## src/rtl/sv39_pkg.sv

```systemverilog
package sv39_pkg;
  // Fault codes reported on done_fault
  localparam logic [2:0] FLT_NONE    = 3'd0;
  localparam logic [2:0] FLT_ACCESS  = 3'd1;
  localparam logic [2:0] FLT_BAD_PTE = 3'd2;
  localparam logic [2:0] FLT_PERM    = 3'd3;
  localparam logic [2:0] FLT_ALIGN   = 3'd4;
  localparam logic [2:0] FLT_UPDATE  = 3'd5;

  // Access kinds
  localparam logic [1:0] ACC_LOAD  = 2'd0;
  localparam logic [1:0] ACC_STORE = 2'd1;
  localparam logic [1:0] ACC_FETCH = 2'd2;

  // Entry layout
  localparam int PTE_W       = 64;
  localparam int PTE_PPN_LSB = 10;
  localparam int BIT_V = 0;
  localparam int BIT_R = 1;
  localparam int BIT_W = 2;
  localparam int BIT_X = 3;
  localparam int BIT_U = 4;
  localparam int BIT_G = 5;
  localparam int BIT_A = 6;
  localparam int BIT_D = 7;

  typedef enum logic [1:0] {
    ST_IDLE  = 2'd0,
    ST_ISSUE = 2'd1,
    ST_WAIT  = 2'd2
  } walk_state_e;
endpackage

```

## src/rtl/sv39_pte_addr.sv

```systemverilog
module sv39_pte_addr #(
  parameter int LEVELS = 3,
  parameter int IDX_W  = 9,
  parameter int PA_W   = 56,
  parameter int LVL_W  = 2,
  localparam int VPN_W = LEVELS * IDX_W
) (
  input  logic [VPN_W-1:0] vpn,
  input  logic [LVL_W-1:0] level,
  input  logic [PA_W-1:0]  base,
  output logic [PA_W-1:0]  addr
);
  // Index slice selected by the level
  function automatic logic [IDX_W-1:0] level_index(input logic [VPN_W-1:0] v,
                                                  input logic [LVL_W-1:0] lvl);
    logic [VPN_W-1:0] sh;
    sh = v >> (lvl * IDX_W);
    return sh[IDX_W-1:0];
  endfunction

  logic [IDX_W-1:0] idx;
  assign idx  = level_index(vpn, level);
  // Entries are 8 bytes wide
  assign addr = base + PA_W'({idx, 3'b000});
endmodule

```

## src/rtl/sv39_pte_eval.sv

```systemverilog
module sv39_pte_eval
  import sv39_pkg::*;
#(
  parameter int LEVELS = 3,
  parameter int IDX_W  = 9,
  parameter int PPN_W  = 44,
  parameter int LVL_W  = 2,
  localparam int VPN_W = LEVELS * IDX_W
) (
  input  logic [PTE_W-1:0] pte,
  input  logic [LVL_W-1:0] level,
  input  logic [1:0]       acc,
  input  logic             user,
  input  logic             mxr,
  input  logic             sum,
  input  logic [VPN_W-1:0] vpn,
  output logic             descend,
  output logic [2:0]       fault,
  output logic [PPN_W-1:0] leaf_ppn,
  output logic [PPN_W-1:0] next_ppn,
  output logic             glob
);
  function automatic logic perm_ok(input logic [1:0] a, input logic usr, input logic mx,
                                   input logic su, input logic r, input logic w,
                                   input logic x, input logic u);
    logic kind_ok;
    logic mode_ok;
    case (a)
      ACC_STORE: kind_ok = w;
      ACC_FETCH: kind_ok = x;
      default:   kind_ok = r | (mx & x);
    endcase
    if (usr) mode_ok = u;
    else     mode_ok = !u || (su && a != ACC_FETCH);
    return kind_ok && mode_ok;
  endfunction

  function automatic logic [PPN_W-1:0] low_mask(input logic [LVL_W-1:0] lvl);
    return (PPN_W'(1) << (lvl * IDX_W)) - PPN_W'(1);
  endfunction

  logic f_v, f_r, f_w, f_x, f_u, f_a, f_d;
  logic [PPN_W-1:0] ppn, mask;
  logic ev_bad, ev_leaf, ev_perm, ev_misal, ev_upd;
  logic unused_pte_bits;

  assign f_v = pte[BIT_V];
  assign f_r = pte[BIT_R];
  assign f_w = pte[BIT_W];
  assign f_x = pte[BIT_X];
  assign f_u = pte[BIT_U];
  assign f_a = pte[BIT_A];
  assign f_d = pte[BIT_D];
  assign glob = pte[BIT_G];
  assign ppn  = pte[PTE_PPN_LSB +: PPN_W];
  assign unused_pte_bits = ^{pte[PTE_W-1:PTE_PPN_LSB+PPN_W], pte[PTE_PPN_LSB-1:BIT_D+1]};

  assign mask     = low_mask(level);
  assign ev_bad   = !f_v || (f_w && !f_r);
  assign ev_leaf  = f_r || f_x;
  assign ev_perm  = perm_ok(acc, user, mxr, sum, f_r, f_w, f_x, f_u);
  assign ev_misal = |(ppn & mask);
  assign ev_upd   = !f_a || (acc == ACC_STORE && !f_d);

  assign descend  = !ev_bad && !ev_leaf && (level != '0);
  assign next_ppn = ppn;
  assign leaf_ppn = ppn | (PPN_W'(vpn) & mask);

  always_comb begin
    if (ev_bad)        fault = FLT_BAD_PTE;
    else if (!ev_leaf) fault = descend ? FLT_NONE : FLT_BAD_PTE;
    else if (!ev_perm) fault = FLT_PERM;
    else if (ev_misal) fault = FLT_ALIGN;
    else if (ev_upd)   fault = FLT_UPDATE;
    else               fault = FLT_NONE;
  end
endmodule

```

## src/rtl/sv39_walker.sv

```systemverilog
module sv39_walker
  import sv39_pkg::*;
#(
  parameter int LEVELS = 3,
  parameter int IDX_W  = 9,
  parameter int OFS_W  = 12,
  parameter int PA_W   = 56,
  localparam int VPN_W = LEVELS * IDX_W,
  localparam int VA_W  = VPN_W + OFS_W,
  localparam int PPN_W = PA_W - OFS_W,
  localparam int LVL_W = (LEVELS > 2) ? $clog2(LEVELS) : 1
) (
  input  logic              clk,
  input  logic              rst_n,
  input  logic              req_valid,
  input  logic [VA_W-1:0]   req_vaddr,
  input  logic [1:0]        req_acc,
  input  logic              req_user,
  input  logic              req_mxr,
  input  logic              req_sum,
  input  logic [PA_W-1:0]   req_root,
  input  logic [LVL_W-1:0]  req_level,
  output logic              busy,
  output logic              mem_req_valid,
  output logic [PA_W-1:0]   mem_req_addr,
  input  logic              mem_rsp_valid,
  input  logic              mem_rsp_err,
  input  logic [PTE_W-1:0]  mem_rsp_data,
  output logic              done_valid,
  output logic              done_ok,
  output logic [2:0]        done_fault,
  output logic [PA_W-1:0]   done_paddr,
  output logic [PTE_W-1:0]  done_pte,
  output logic [PA_W-1:0]   done_pte_addr,
  output logic [LVL_W-1:0]  done_level,
  output logic              done_global
);
  localparam logic [LVL_W:0] LEVELS_V = (LVL_W+1)'(LEVELS);

  walk_state_e       st_q;
  logic [VA_W-1:0]   va_q;
  logic [1:0]        acc_q;
  logic              user_q, mxr_q, sum_q, glob_q;
  logic [PA_W-1:0]   base_q;
  logic [LVL_W-1:0]  lvl_q;

  logic [VPN_W-1:0]  vpn;
  logic [OFS_W-1:0]  ofs;
  logic [PA_W-1:0]   pte_addr;
  logic              ev_descend, ev_g;
  logic [2:0]        ev_fault;
  logic [PPN_W-1:0]  ev_leaf_ppn, ev_next_ppn;
  logic              req_take, rsp_take, lvl_bad;

  assign vpn = va_q[VA_W-1:OFS_W];
  assign ofs = va_q[OFS_W-1:0];

  sv39_pte_addr #(.LEVELS(LEVELS), .IDX_W(IDX_W), .PA_W(PA_W), .LVL_W(LVL_W)) u_addr (
    .vpn  (vpn),
    .level(lvl_q),
    .base (base_q),
    .addr (pte_addr)
  );

  sv39_pte_eval #(.LEVELS(LEVELS), .IDX_W(IDX_W), .PPN_W(PPN_W), .LVL_W(LVL_W)) u_eval (
    .pte     (mem_rsp_data),
    .level   (lvl_q),
    .acc     (acc_q),
    .user    (user_q),
    .mxr     (mxr_q),
    .sum     (sum_q),
    .vpn     (vpn),
    .descend (ev_descend),
    .fault   (ev_fault),
    .leaf_ppn(ev_leaf_ppn),
    .next_ppn(ev_next_ppn),
    .glob    (ev_g)
  );

  // Named events for the assertions
  assign req_take = (st_q == ST_IDLE) && req_valid;
  assign rsp_take = (st_q == ST_WAIT) && mem_rsp_valid;
  assign lvl_bad  = {1'b0, req_level} >= LEVELS_V;

  assign busy          = (st_q != ST_IDLE);
  assign mem_req_valid = (st_q == ST_ISSUE);
  assign mem_req_addr  = pte_addr;

  always_ff @(posedge clk or negedge rst_n) begin
    if (!rst_n) begin
      st_q          <= ST_IDLE;
      va_q          <= '0;
      acc_q         <= '0;
      user_q        <= 1'b0;
      mxr_q         <= 1'b0;
      sum_q         <= 1'b0;
      glob_q        <= 1'b0;
      base_q        <= '0;
      lvl_q         <= '0;
      done_valid    <= 1'b0;
      done_ok       <= 1'b0;
      done_fault    <= FLT_NONE;
      done_paddr    <= '0;
      done_pte      <= '0;
      done_pte_addr <= '0;
      done_level    <= '0;
      done_global   <= 1'b0;
    end else begin
      done_valid <= 1'b0;
      case (st_q)
        ST_IDLE: begin
          if (req_valid) begin
            va_q   <= req_vaddr;
            acc_q  <= req_acc;
            user_q <= req_user;
            mxr_q  <= req_mxr;
            sum_q  <= req_sum;
            base_q <= req_root;
            lvl_q  <= req_level;
            glob_q <= 1'b0;
            if (lvl_bad) begin
              done_valid    <= 1'b1;
              done_ok       <= 1'b0;
              done_fault    <= FLT_BAD_PTE;
              done_paddr    <= '0;
              done_pte      <= '0;
              done_pte_addr <= '0;
              done_level    <= req_level;
              done_global   <= 1'b0;
            end else begin
              st_q <= ST_ISSUE;
            end
          end
        end
        ST_ISSUE: st_q <= ST_WAIT;
        ST_WAIT: begin
          if (mem_rsp_valid) begin
            if (mem_rsp_err) begin
              st_q          <= ST_IDLE;
              done_valid    <= 1'b1;
              done_ok       <= 1'b0;
              done_fault    <= FLT_ACCESS;
              done_paddr    <= '0;
              done_pte      <= '0;
              done_pte_addr <= pte_addr;
              done_level    <= lvl_q;
              done_global   <= glob_q;
            end else if (ev_descend) begin
              base_q <= {ev_next_ppn, OFS_W'(0)};
              lvl_q  <= lvl_q - LVL_W'(1);
              glob_q <= glob_q | ev_g;
              st_q   <= ST_ISSUE;
            end else begin
              st_q          <= ST_IDLE;
              done_valid    <= 1'b1;
              done_ok       <= (ev_fault == FLT_NONE);
              done_fault    <= ev_fault;
              done_paddr    <= (ev_fault == FLT_NONE) ? {ev_leaf_ppn, ofs} : '0;
              done_pte      <= mem_rsp_data;
              done_pte_addr <= pte_addr;
              done_level    <= lvl_q;
              done_global   <= glob_q | ev_g;
            end
          end
        end
        default: st_q <= ST_IDLE;
      endcase
    end
  end


  issue_once_chk: assert property (@(posedge clk) disable iff (!rst_n)
    mem_req_valid |=> (!mem_req_valid && busy));


  descend_step_chk: assert property (@(posedge clk) disable iff (!rst_n)
    (rsp_take && !mem_rsp_err && ev_descend) |=> (mem_req_valid && lvl_q == $past(lvl_q) - LVL_W'(1)));


  access_fault_chk: assert property (@(posedge clk) disable iff (!rst_n)
    (rsp_take && mem_rsp_err) |=> (done_valid && done_fault == FLT_ACCESS && !busy));


  lvl_range_chk: assert property (@(posedge clk) disable iff (!rst_n)
    (req_take && lvl_bad) |=> (done_valid && done_fault == FLT_BAD_PTE && !busy && !mem_req_valid));


  leaf_result_chk: assert property (@(posedge clk) disable iff (!rst_n)
    (rsp_take && !mem_rsp_err && !ev_descend && ev_fault == FLT_NONE) |=>
      (done_valid && done_ok && done_pte == $past(mem_rsp_data)));


  busy_hold_chk: assert property (@(posedge clk) disable iff (!rst_n)
    (busy && !$past(busy)) |-> $past(req_valid));
endmodule

```

## config.mk

```make
export PLATFORM = sky130hd
export DESIGN_NAME = sv39_walker
export DESIGN_NICKNAME = d
export VERILOG_FILES = /design/src/rtl/sv39_pkg.sv /design/src/rtl/sv39_pte_addr.sv /design/src/rtl/sv39_pte_eval.sv /design/src/rtl/sv39_walker.sv
export SDC_FILE = /design/constraint.sdc
export NUM_CORES = 1
export LEC_CHECK = 0
export ABC_CLOCK_PERIOD_IN_PS = 2850
export BUFFER_PORTS_ARGS = -buffer_cell sky130_fd_sc_hd__buf_2
export CAP_MARGIN = 15
export CORE_ASPECT_RATIO = 2
export CORE_MARGIN = 5
export CORE_UTILIZATION = 46
export CTS_CLUSTER_SIZE = 20
export DETAILED_ROUTE_END_ITERATION = 10
export PLACE_DENSITY_LB_ADDON = 0.2
export SYNTH_ARGS = -nofsm -noshare
export SYNTH_HDL_FRONTEND = slang
export SYNTH_SLANG_ARGS = --single-unit
```

## constraint.sdc

```tcl
create_clock -name clk -period 2.85 [get_ports clk]
set_input_delay 0.285 -clock clk [delete_from_list [all_inputs] [get_ports clk]]
set_output_delay 0.285 -clock clk [all_outputs]
set_load 0.1 [all_outputs]
```

==> impl_table.tex, run 1 <==
\begin{tabular}{lr}
\hline
Metric & Value \\
\hline
\multicolumn{2}{l}{\textbf{Yosys}} \\
\quad Seq/Total Area, Yosys & 0.556 \\
\quad FF+latch count, synth & roughly 290 \\
\quad Leading register cell type out of synthesis & dfrtp\_1 \\
\quad Number of enable-type register cells in the synthesized netlist & 0 \\
\quad Share of synthesized cell area in full adder, half adder and majority cells & 0.0189 \\
\quad Post-Synthesis Net Count & roughly 1,400 \\
\quad Cell with the most instances after synthesis & dfrtp\_1 \\
\quad Compound-Gate Fraction of Synth Area & 0.194 \\
\quad Main combinational cell family by area after synthesis & compound AO/OA/AOI/OAI gates \\
\quad Gate count after technology mapping & roughly 1,300 \\
\quad Library cell occupying the most area in the post-synthesis netlist & dfrtp\_1 \\
\quad Mux cell area share after synthesis & 0.0124 \\
\quad Share of synthesized cell area in and, or, nand and nor gates & 0.139 \\
\quad Synth warn & 0 \\
\quad Area share of xor/xnor cells in the synthesized design & 0.0343 \\
\quad Share of Yosys cell area claimed by the top area cell type & 0.556 \\
\quad FFs w/ async S/R, synth & 1.00 \\
\quad Cell area after synthesis & 13,000 um2 \\
\quad Post-Synthesis Mean Instance Area & slightly above 10 um2 \\
\quad Synth top area cells & dfrtp\_1 56\%, a22o\_1 8.5\%, nand2\_1 6.6\% \\
\quad Unique masters post-synth & a little under 60 \\
\quad Most instantiated cells after synthesis & 289 x dfrtp\_1, 230 x nand2\_1, 126 x a22o\_1 \\
\multicolumn{2}{l}{\textbf{Floorplan}} \\
\quad Initial Util & 0.463 \\
\quad Die span in y & roughly 250 um \\
\quad Overall die area & approximately 32,000 um2 \\
\quad Count of standard-cell rows & just under 90 \\
\quad Die width & about 130 um \\
\quad Total I/O pin count & around 410 \\
\quad Core region area & between 20,000 and 30,000 um2 \\
\multicolumn{2}{l}{\textbf{Placement}} \\
\quad Input/output buffers & about 410 \\
\quad Routability cong. & roughly 0.9 \\
\quad HPWL Detailed & approximately 38,000 um \\
\multicolumn{2}{l}{\textbf{Timing}} \\
\quad Final WS setup & -0.732 ns \\
\quad Relative slew slack & 0.527 \\
\quad Number of slew-limit violations in the final report & 0 \\
\quad RSZ-0062 raised after global routing & yes \\
\quad Number of setup violations in the final report & 57 \\
\quad Hold slack & $\sim$0.018 ns \\
\quad Setup Skew & between 0.02 and 0.025 ns \\
\quad Max Fclk & 279 MHz \\
\quad Portion of the clock cycle consumed by the worst path in the final layout & 1.26 \\
\quad Number of hold violations in the final report & 0 \\
\quad Transition time of the tightest slew-check pin & approximately 0.70 ns \\
\quad Min cycle time layout & about 3.6 ns \\
\multicolumn{2}{l}{\textbf{Critical path}} \\
\quad Cells along the critical path & nor2\_4 > nand2\_1 > o21ai\_2 > ha\_2 > inv\_2 > fa\_2 > nand2b\_4 > a21oi\_4 > buf\_6 > o21a\_4 > nand4\_1 > xnor2\_4 > buf\_12 \\
\quad Crit Path Class & flop to primary output \\
\quad Critical Path Start Type & flop \\
\quad Arrival time at the worst endpoint & around 3.3 ns \\
\quad Required time of the critical path & $\sim$2.6 ns \\
\quad Reg2reg setup slack & -0.08 ns \\
\quad Cells on worst reg2reg path & 15 \\
\quad WP buf/inv & 3 \\
\quad Slowest Stage Delay on Critical Path & 0.46 ns \\
\quad CP Max Fanout & 6 \\
\quad Family with the most delay on the worst path & simple AND/OR/NAND/NOR gates \\
\quad Endpoint kind of the worst setup timing path & primary output \\
\quad Slowest library cell on the worst path & dfrtp\_2 \\
\quad Cell count along the critical path & 13 \\
\multicolumn{2}{l}{\textbf{Clocking}} \\
\quad Number of buffers between clock root and the deepest sink & 3 \\
\quad Number of buffers created by CTS & 26 \\
\quad Number of sinks handled by clock tree synthesis & a little under 300 \\
\quad Worst-path clk slew & 0.07 ns \\
\quad Worst-Skew Late Latency & 0.56 ns \\
\quad TritonCTS clock tree & built \\
\quad CTS Root Cell & clkbuf\_16 \\
\quad H-Tree Depth & 1 \\
\multicolumn{2}{l}{\textbf{Run status}} \\
\quad Status & finished, violations left \\
\quad Failing checks & negative setup slack \\
\multicolumn{2}{l}{\textbf{Routing}} \\
\quad Count of routing violations after the opening detailed-route iteration & $\sim$1,000 \\
\quad Final ANT Viol Nets & 0 \\
\quad WL/cell & 23.3 um \\
\quad Vias & between 10,000 and 15,000 \\
\quad Detailed-routing iteration count for the pre-antenna-repair pass & 8 \\
\quad Ratio of routed vias to standard cells & 5.72 \\
\quad Drt drc & 0 \\
\quad Post-detailed-routing wire length & about 53,000 um \\
\multicolumn{2}{l}{\textbf{Worst hold path}} \\
\quad Cells on Worst Hold Path & 2 \\
\quad Hold WC Path Type & input pin to flop \\
\multicolumn{2}{l}{\textbf{Global routing}} \\
\quad Number of global-route vias before repair & 13,300 \\
\quad Total overflow reported by the global router & 0 \\
\quad Largest net degree at the start of global routing & 70 \\
\quad Global-route wire length before repair & $\sim$78,000 um \\
\quad Initial antenna violation count & 6 \\
\quad Global Route Usage Sum & 0.319 \\
\multicolumn{2}{l}{\textbf{Layout}} \\
\quad Post-Route Utilization & 0.747 \\
\quad Count of nets after finishing & slightly above 2,000 \\
\quad Fraction of layout instances using a drive strength above 1 & 0.395 \\
\quad Area growth from synthesis to layout & 61.4\% \\
\multicolumn{2}{l}{\textbf{Run}} \\
\quad MaxCap Viol Count & 0 \\
\hline
\end{tabular}
[cell families (layout without fill, tap and decap cells)]
group / Yosys count / in the layout
adder cells (fa/ha/maj): 19 / 19
multiplexers: 16 / 16
buffers and inverters: 144 / 788
XOR/XNOR: 51 / 51
flip-flops: 289 / 289
other: 0 / 6
AO/OA/AOI/OAI: 334 / 335
AND/OR/NAND/NOR: 398 / 398
[area by class of cell]
class,instances,area [um2]
well taps,356,445
clock buffers,35,754
fillers,1904,7090
multi-input cells,819,6780
diodes,6,15.0
flip-flops and latches,289,7230
repair buffers,681,5390
clock inverters,11,149
inverters,61,229
[layer usage]
| layer | track usage | vias up | wire length, um |
|---|---|---|---|
| met4 | 0.180 | 0 | 3300 |
| met2 | 0.562 | 635 | 27900 |
| met5 | 0 | - | 0 |
| met3 | 0.0351 | 158 | 3010 |
| met1 | 0.373 | 6383 | 18300 |
| li1 | - | 5741 | - |
[metrics by stage]
stage / setup WS, ns / instances / instance area, um2 / setup TNS (ns)
after floorplan: -0.457 / 1251 / 14300 / -21.44
after global placement: -0.160 / 2060 / 18400 / -2.56
after detailed placement: -0.219 / 2060 / 18400 / -3.82
after CTS: -0.748 / 2235 / 20800 / -31.11
after global routing: -0.856 / 2258 / 21000 / -37.03
final: -0.732 / 2258 / 21000 / -29.82
[path summary, 6_finish.rpt]
path                                  startpoint                 to
worst max-delay path                    lvl_q[1]   mem_req_addr[23]
worst min-delay path            mem_rsp_data[49]     done_paddr[51]
worst max register to register          lvl_q[1]  done_pte_addr[25]
worst min register to register             sum_q              sum_q
max in group asynchronous                  rst_n     done_paddr[13]
min in group asynchronous                  rst_n     done_paddr[40]
[sequential cells by signal, summed over array words and instances, names as in the netlist, 2 cells and up]
signal,count
lvl_q,2
st_q,2
base_q,56
acc_q,2
done_pte,64
va_q,39
done_paddr,56
done_fault,3
done_level,2
done_pte_addr,56
[cell usage in the layout, fill, tap and decap left out, drive strengths merged, types with 6 or more instances in the layout]
cell         synthesis  layout
a21o                17      17
a21oi               46      47
a222oi              37      37
a22o               126     126
and2                 8       8
and3                20      20
buf                 30     563
clkbuf              53      35
clkinv               0       7
dfrtp              289     289
diode                0       6
dlygate4sd3          0     118
ha                  18      18
inv                 61      62
mux2i               15      15
nand2              230     230
nand2b               8       8
nand3               36      36
nand4               11      11
nor2                32      32
nor2b                7       7
nor3                23      23
nor4                10      10
o211ai              10      10
o21ai               66      66
xnor2               31      31
xor2                20      20
[repair_timing]
action                                  4_1_cts  5_1_grt
cloned                                        0        1
hold buffers                                118        0
buffers inserted                             11       17
endpoints found under the setup margin       84      132
hold endpoints to repair                    162        0
resized for setup                            40       16
pin swaps                                    37       31
Power of run 1 is left out: the tool's default activity adds up to more than one toggle a clock period on the data nets, which glitch-free logic cannot reach.
==> inputs of run 2 (changes only) <==
--- a/config.mk
+++ b/config.mk
@@ -6,7 +6,7 @@
 export NUM_CORES = 1
 export LEC_CHECK = 0
 export ABC_CLOCK_PERIOD_IN_PS = 2850
-export BUFFER_PORTS_ARGS = -buffer_cell sky130_fd_sc_hd__buf_2
+export BUFFER_PORTS_ARGS = -buffer_cell sky130_fd_sc_hd__buf_4
 export CAP_MARGIN = 15
 export CORE_ASPECT_RATIO = 2
 export CORE_MARGIN = 5
@@ -14,6 +14,7 @@
 export CTS_CLUSTER_SIZE = 20
 export DETAILED_ROUTE_END_ITERATION = 10
 export PLACE_DENSITY_LB_ADDON = 0.2
+export SETUP_SLACK_MARGIN = 0.15
 export SYNTH_ARGS = -nofsm -noshare
 export SYNTH_HDL_FRONTEND = slang
 export SYNTH_SLANG_ARGS = --single-unit
==> run 2 against run 1 <==
Critical path type unchanged; first-iteration DRC count rose by 26%; routed wire length rose by 12%; global-route usage rose by 3.3 points; the flow still finishes with violations (negative setup slack).
==> impl_table.tex, run 2 (synthesized netlist as in run 1, its figures left out) <==
\begin{tabular}{lr}
\hline
Metric & Value \\
\hline
\multicolumn{2}{l}{\textbf{Run status}} \\
\quad Status & finished, violations left \\
\quad Failing checks & negative setup slack \\
\multicolumn{2}{l}{\textbf{Clocking}} \\
\quad Number of sinks handled by clock tree synthesis & 289 (unchanged) \\
\quad TritonCTS clock tree & built \\
\quad Worst-Skew Late Latency & 0.55 ns (about the same) \\
\quad Number of buffers created by CTS & 26 (unchanged) \\
\quad Number of buffers between clock root and the deepest sink & 3 (unchanged) \\
\quad Worst-path clk slew & 0.07 ns (about the same) \\
\quad CTS Root Cell & clkbuf\_16 \\
\quad H-Tree Depth & 1 (unchanged) \\
\multicolumn{2}{l}{\textbf{Routing}} \\
\quad Detailed-routing iteration count for the pre-antenna-repair pass & 8 (unchanged) \\
\quad Count of routing violations after the opening detailed-route iteration & 1,309 (+26\%) \\
\quad Ratio of routed vias to standard cells & 6.02 (+5.2\%) \\
\quad WL/cell & 25.5 um (+9.5\%) \\
\quad Vias & 13,900 (+7.2\%) \\
\quad Final ANT Viol Nets & 0 (unchanged) \\
\quad Post-detailed-routing wire length & 58,600 um (+12\%) \\
\quad Drt drc & 0 (unchanged) \\
\multicolumn{2}{l}{\textbf{Layout}} \\
\quad Number of flip-flops under the largest register name & 64 (unchanged) \\
\quad Area growth from synthesis to layout & 72.0\% \\
\quad Fraction of layout instances using a drive strength above 1 & 0.410 (+0.0156) \\
\quad Commonest cells after routing, fill and taps aside & 492 x buf\_4, 288 x dfrtp\_1, 223 x nand2\_1 \\
\quad Largest register by flop count & done\_pte \\
\quad Most common library cell in the layout ignoring fill and taps & buf\_4 \\
\quad Count of nets after finishing & 2,111 (+2.1\%) \\
\multicolumn{2}{l}{\textbf{Timing}} \\
\quad Setup Skew & 0.0141 ns (-0.00924 ns) \\
\quad Portion of the clock cycle consumed by the worst path in the final layout & 1.28 (+0.0251) \\
\quad Final WS setup & -0.804 ns (-0.0717 ns) \\
\quad Hold slack & 0.0153 ns (-0.00255 ns) \\
\quad Relative slew slack & 0.533 (+0.00583) \\
\quad Max Fclk & 274 MHz (-2.0\%) \\
\quad Min cycle time layout & 3.65 ns (+0.0717 ns) \\
\quad Number of hold violations in the final report & 0 (unchanged) \\
\quad Number of setup violations in the final report & 60 (+5.3\%) \\
\quad Transition time of the tightest slew-check pin & 0.694 ns (-0.00820 ns) \\
\quad RSZ-0062 raised after global routing & yes \\
\quad Number of slew-limit violations in the final report & 0 (unchanged) \\
\multicolumn{2}{l}{\textbf{Worst hold path}} \\
\quad Hold Path Origin & mem\_rsp\_data[39] \\
\quad End of the worst hold path & done\_pte[39] \\
\quad Hold WC Path Type & input pin to flop \\
\quad Cells on Worst Hold Path & 2 (unchanged) \\
\multicolumn{2}{l}{\textbf{Global routing}} \\
\quad Total overflow reported by the global router & 0 (unchanged) \\
\quad Largest net degree at the start of global routing & 75 (+7.1\%) \\
\quad Number of global-route vias before repair & 14,600 (+9.6\%) \\
\quad Global Route Usage Sum & 0.352 (+0.0332) \\
\quad Global-route wire length before repair & 85,700 um (+9.9\%) \\
\quad Initial antenna violation count & 5 (-1) \\
\multicolumn{2}{l}{\textbf{Critical path}} \\
\quad Arrival time at the worst endpoint & 3.37 ns (+0.07 ns) \\
\quad Worst reg2reg endpoint & done\_pte\_addr[50] \\
\quad Launch point of the worst path & lvl\_q[1] \\
\quad R2R Path Start & lvl\_q[1] \\
\quad Required time of the critical path & 2.57 ns (about the same) \\
\quad CP Max Fanout & 6 (unchanged) \\
\quad Endpoint kind of the worst setup timing path & primary output \\
\quad Reg2reg setup slack & -0.19 ns (-0.11 ns) \\
\quad Cells on worst reg2reg path & 15 (unchanged) \\
\quad Critical Path Start Type & flop \\
\quad Crit Path Class & flop to primary output \\
\multicolumn{2}{l}{\textbf{Floorplan}} \\
\quad Count of standard-cell rows & 87 (unchanged) \\
\quad Total I/O pin count & 413 (unchanged) \\
\quad Die span in y & 248 um (unchanged) \\
\quad Initial Util & 0.463 (unchanged) \\
\quad Overall die area & 31,900 um2 (unchanged) \\
\quad Die width & 129 um (unchanged) \\
\quad Core region area & 28,100 um2 (unchanged) \\
\multicolumn{2}{l}{\textbf{Placement}} \\
\quad Minimum setup slack after placement & -0.385 ns (-0.165 ns) \\
\quad Routability cong. & 0.973 (+5.7\%) \\
\quad Input/output buffers & 412 (unchanged) \\
\quad HPWL Detailed & 39,000 um (+2.1\%) \\
\multicolumn{2}{l}{\textbf{Run}} \\
\quad MaxCap Viol Count & 0 (unchanged) \\
\hline
\end{tabular}
run 2: changes by cell type in the layout (fill, tap and decap cells not counted), moves of 3 or more:
cell / previous run / this run
buf_4: 126 / 492
buf_2: 359 / 0
buf_6: 10 / 36
dlygate4sd3_1: 118 / 127
inv_1: 57 / 52
clkbuf_8: 7 / 3
clkinv_4: 1 / 4
clkinvlp_4: 0 / 3
inv_2: 4 / 7
run 2: per-stage QoR:
stage	cells	util	cell area (um2)	TNS [ns]
2_1_floorplan	1251	-	14300	-19.95
3_3_place_gp	2084	0.669	18800	-11.31
3_5_place_dp	2084	0.669	18800	-13.75
4_1_cts	2285	0.790	22200	-33.00
5_1_grt	2302	0.797	22400	-40.01
6_report	2302	0.797	22400	-33.05
run 2: timing repair:
item / CTS / global route
hold endpoints to repair: 204 / 0
cloned: 2 / 1
gates resized for setup: 228 / 27
pin swaps: 62 / 30
endpoints found under the setup margin: 152 / 137
hold buffers: 127 / 0
buffers inserted: 24 / 11
run 2: cell type report:
| class | count | area, um2 |
|---|---|---|
| diodes | 5 | 12.5 |
| clock buffers | 32 | 724 |
| clock inverters | 16 | 131 |
| fillers | 1642 | 5710 |
| inverters | 61 | 236 |
| multi-input cells | 819 | 6830 |
| flip-flops and latches | 289 | 7230 |
| well taps | 356 | 445 |
| repair buffers | 724 | 6760 |
run 2: critical path: stages (launching register included):
cell and delay [ns]:
dfrtp_2 0.47, mux2i_1 0.16, o21ai_2 0.22, ha_2 0.22, inv_2 0.04, fa_2 0.33, nand2b_4 0.17, a21oi_4 0.18
o21ai_4 0.13, buf_4 0.19, nor3_4 0.27, xor2_4 0.24, buf_12 0.20
run 2: per-layer routing:
layer | part of all wire | wire length, um | GRT usage
met3 | 0.072 | 4210 | 0.0549
met2 | 0.52 | 30600 | 0.617
met4 | 0.082 | 4820 | 0.226
met5 | 0 | 0 | 0
met1 | 0.32 | 19000 | 0.392
run 2: worst max-delay path by stage:
stage	depth (start not counted)	to	slack [ns]
3_3_place_gp	12	mem_req_addr[49]	-0.34
6_report	12	mem_req_addr[51]	-0.80
5_1_grt	12	mem_req_addr[51]	-0.92
4_1_cts	12	mem_req_addr[21]	-0.78
2_1_floorplan	13	done_pte_addr[43]	-0.44
3_5_place_dp	12	mem_req_addr[49]	-0.38
Power of run 2 is left out for the same reason.
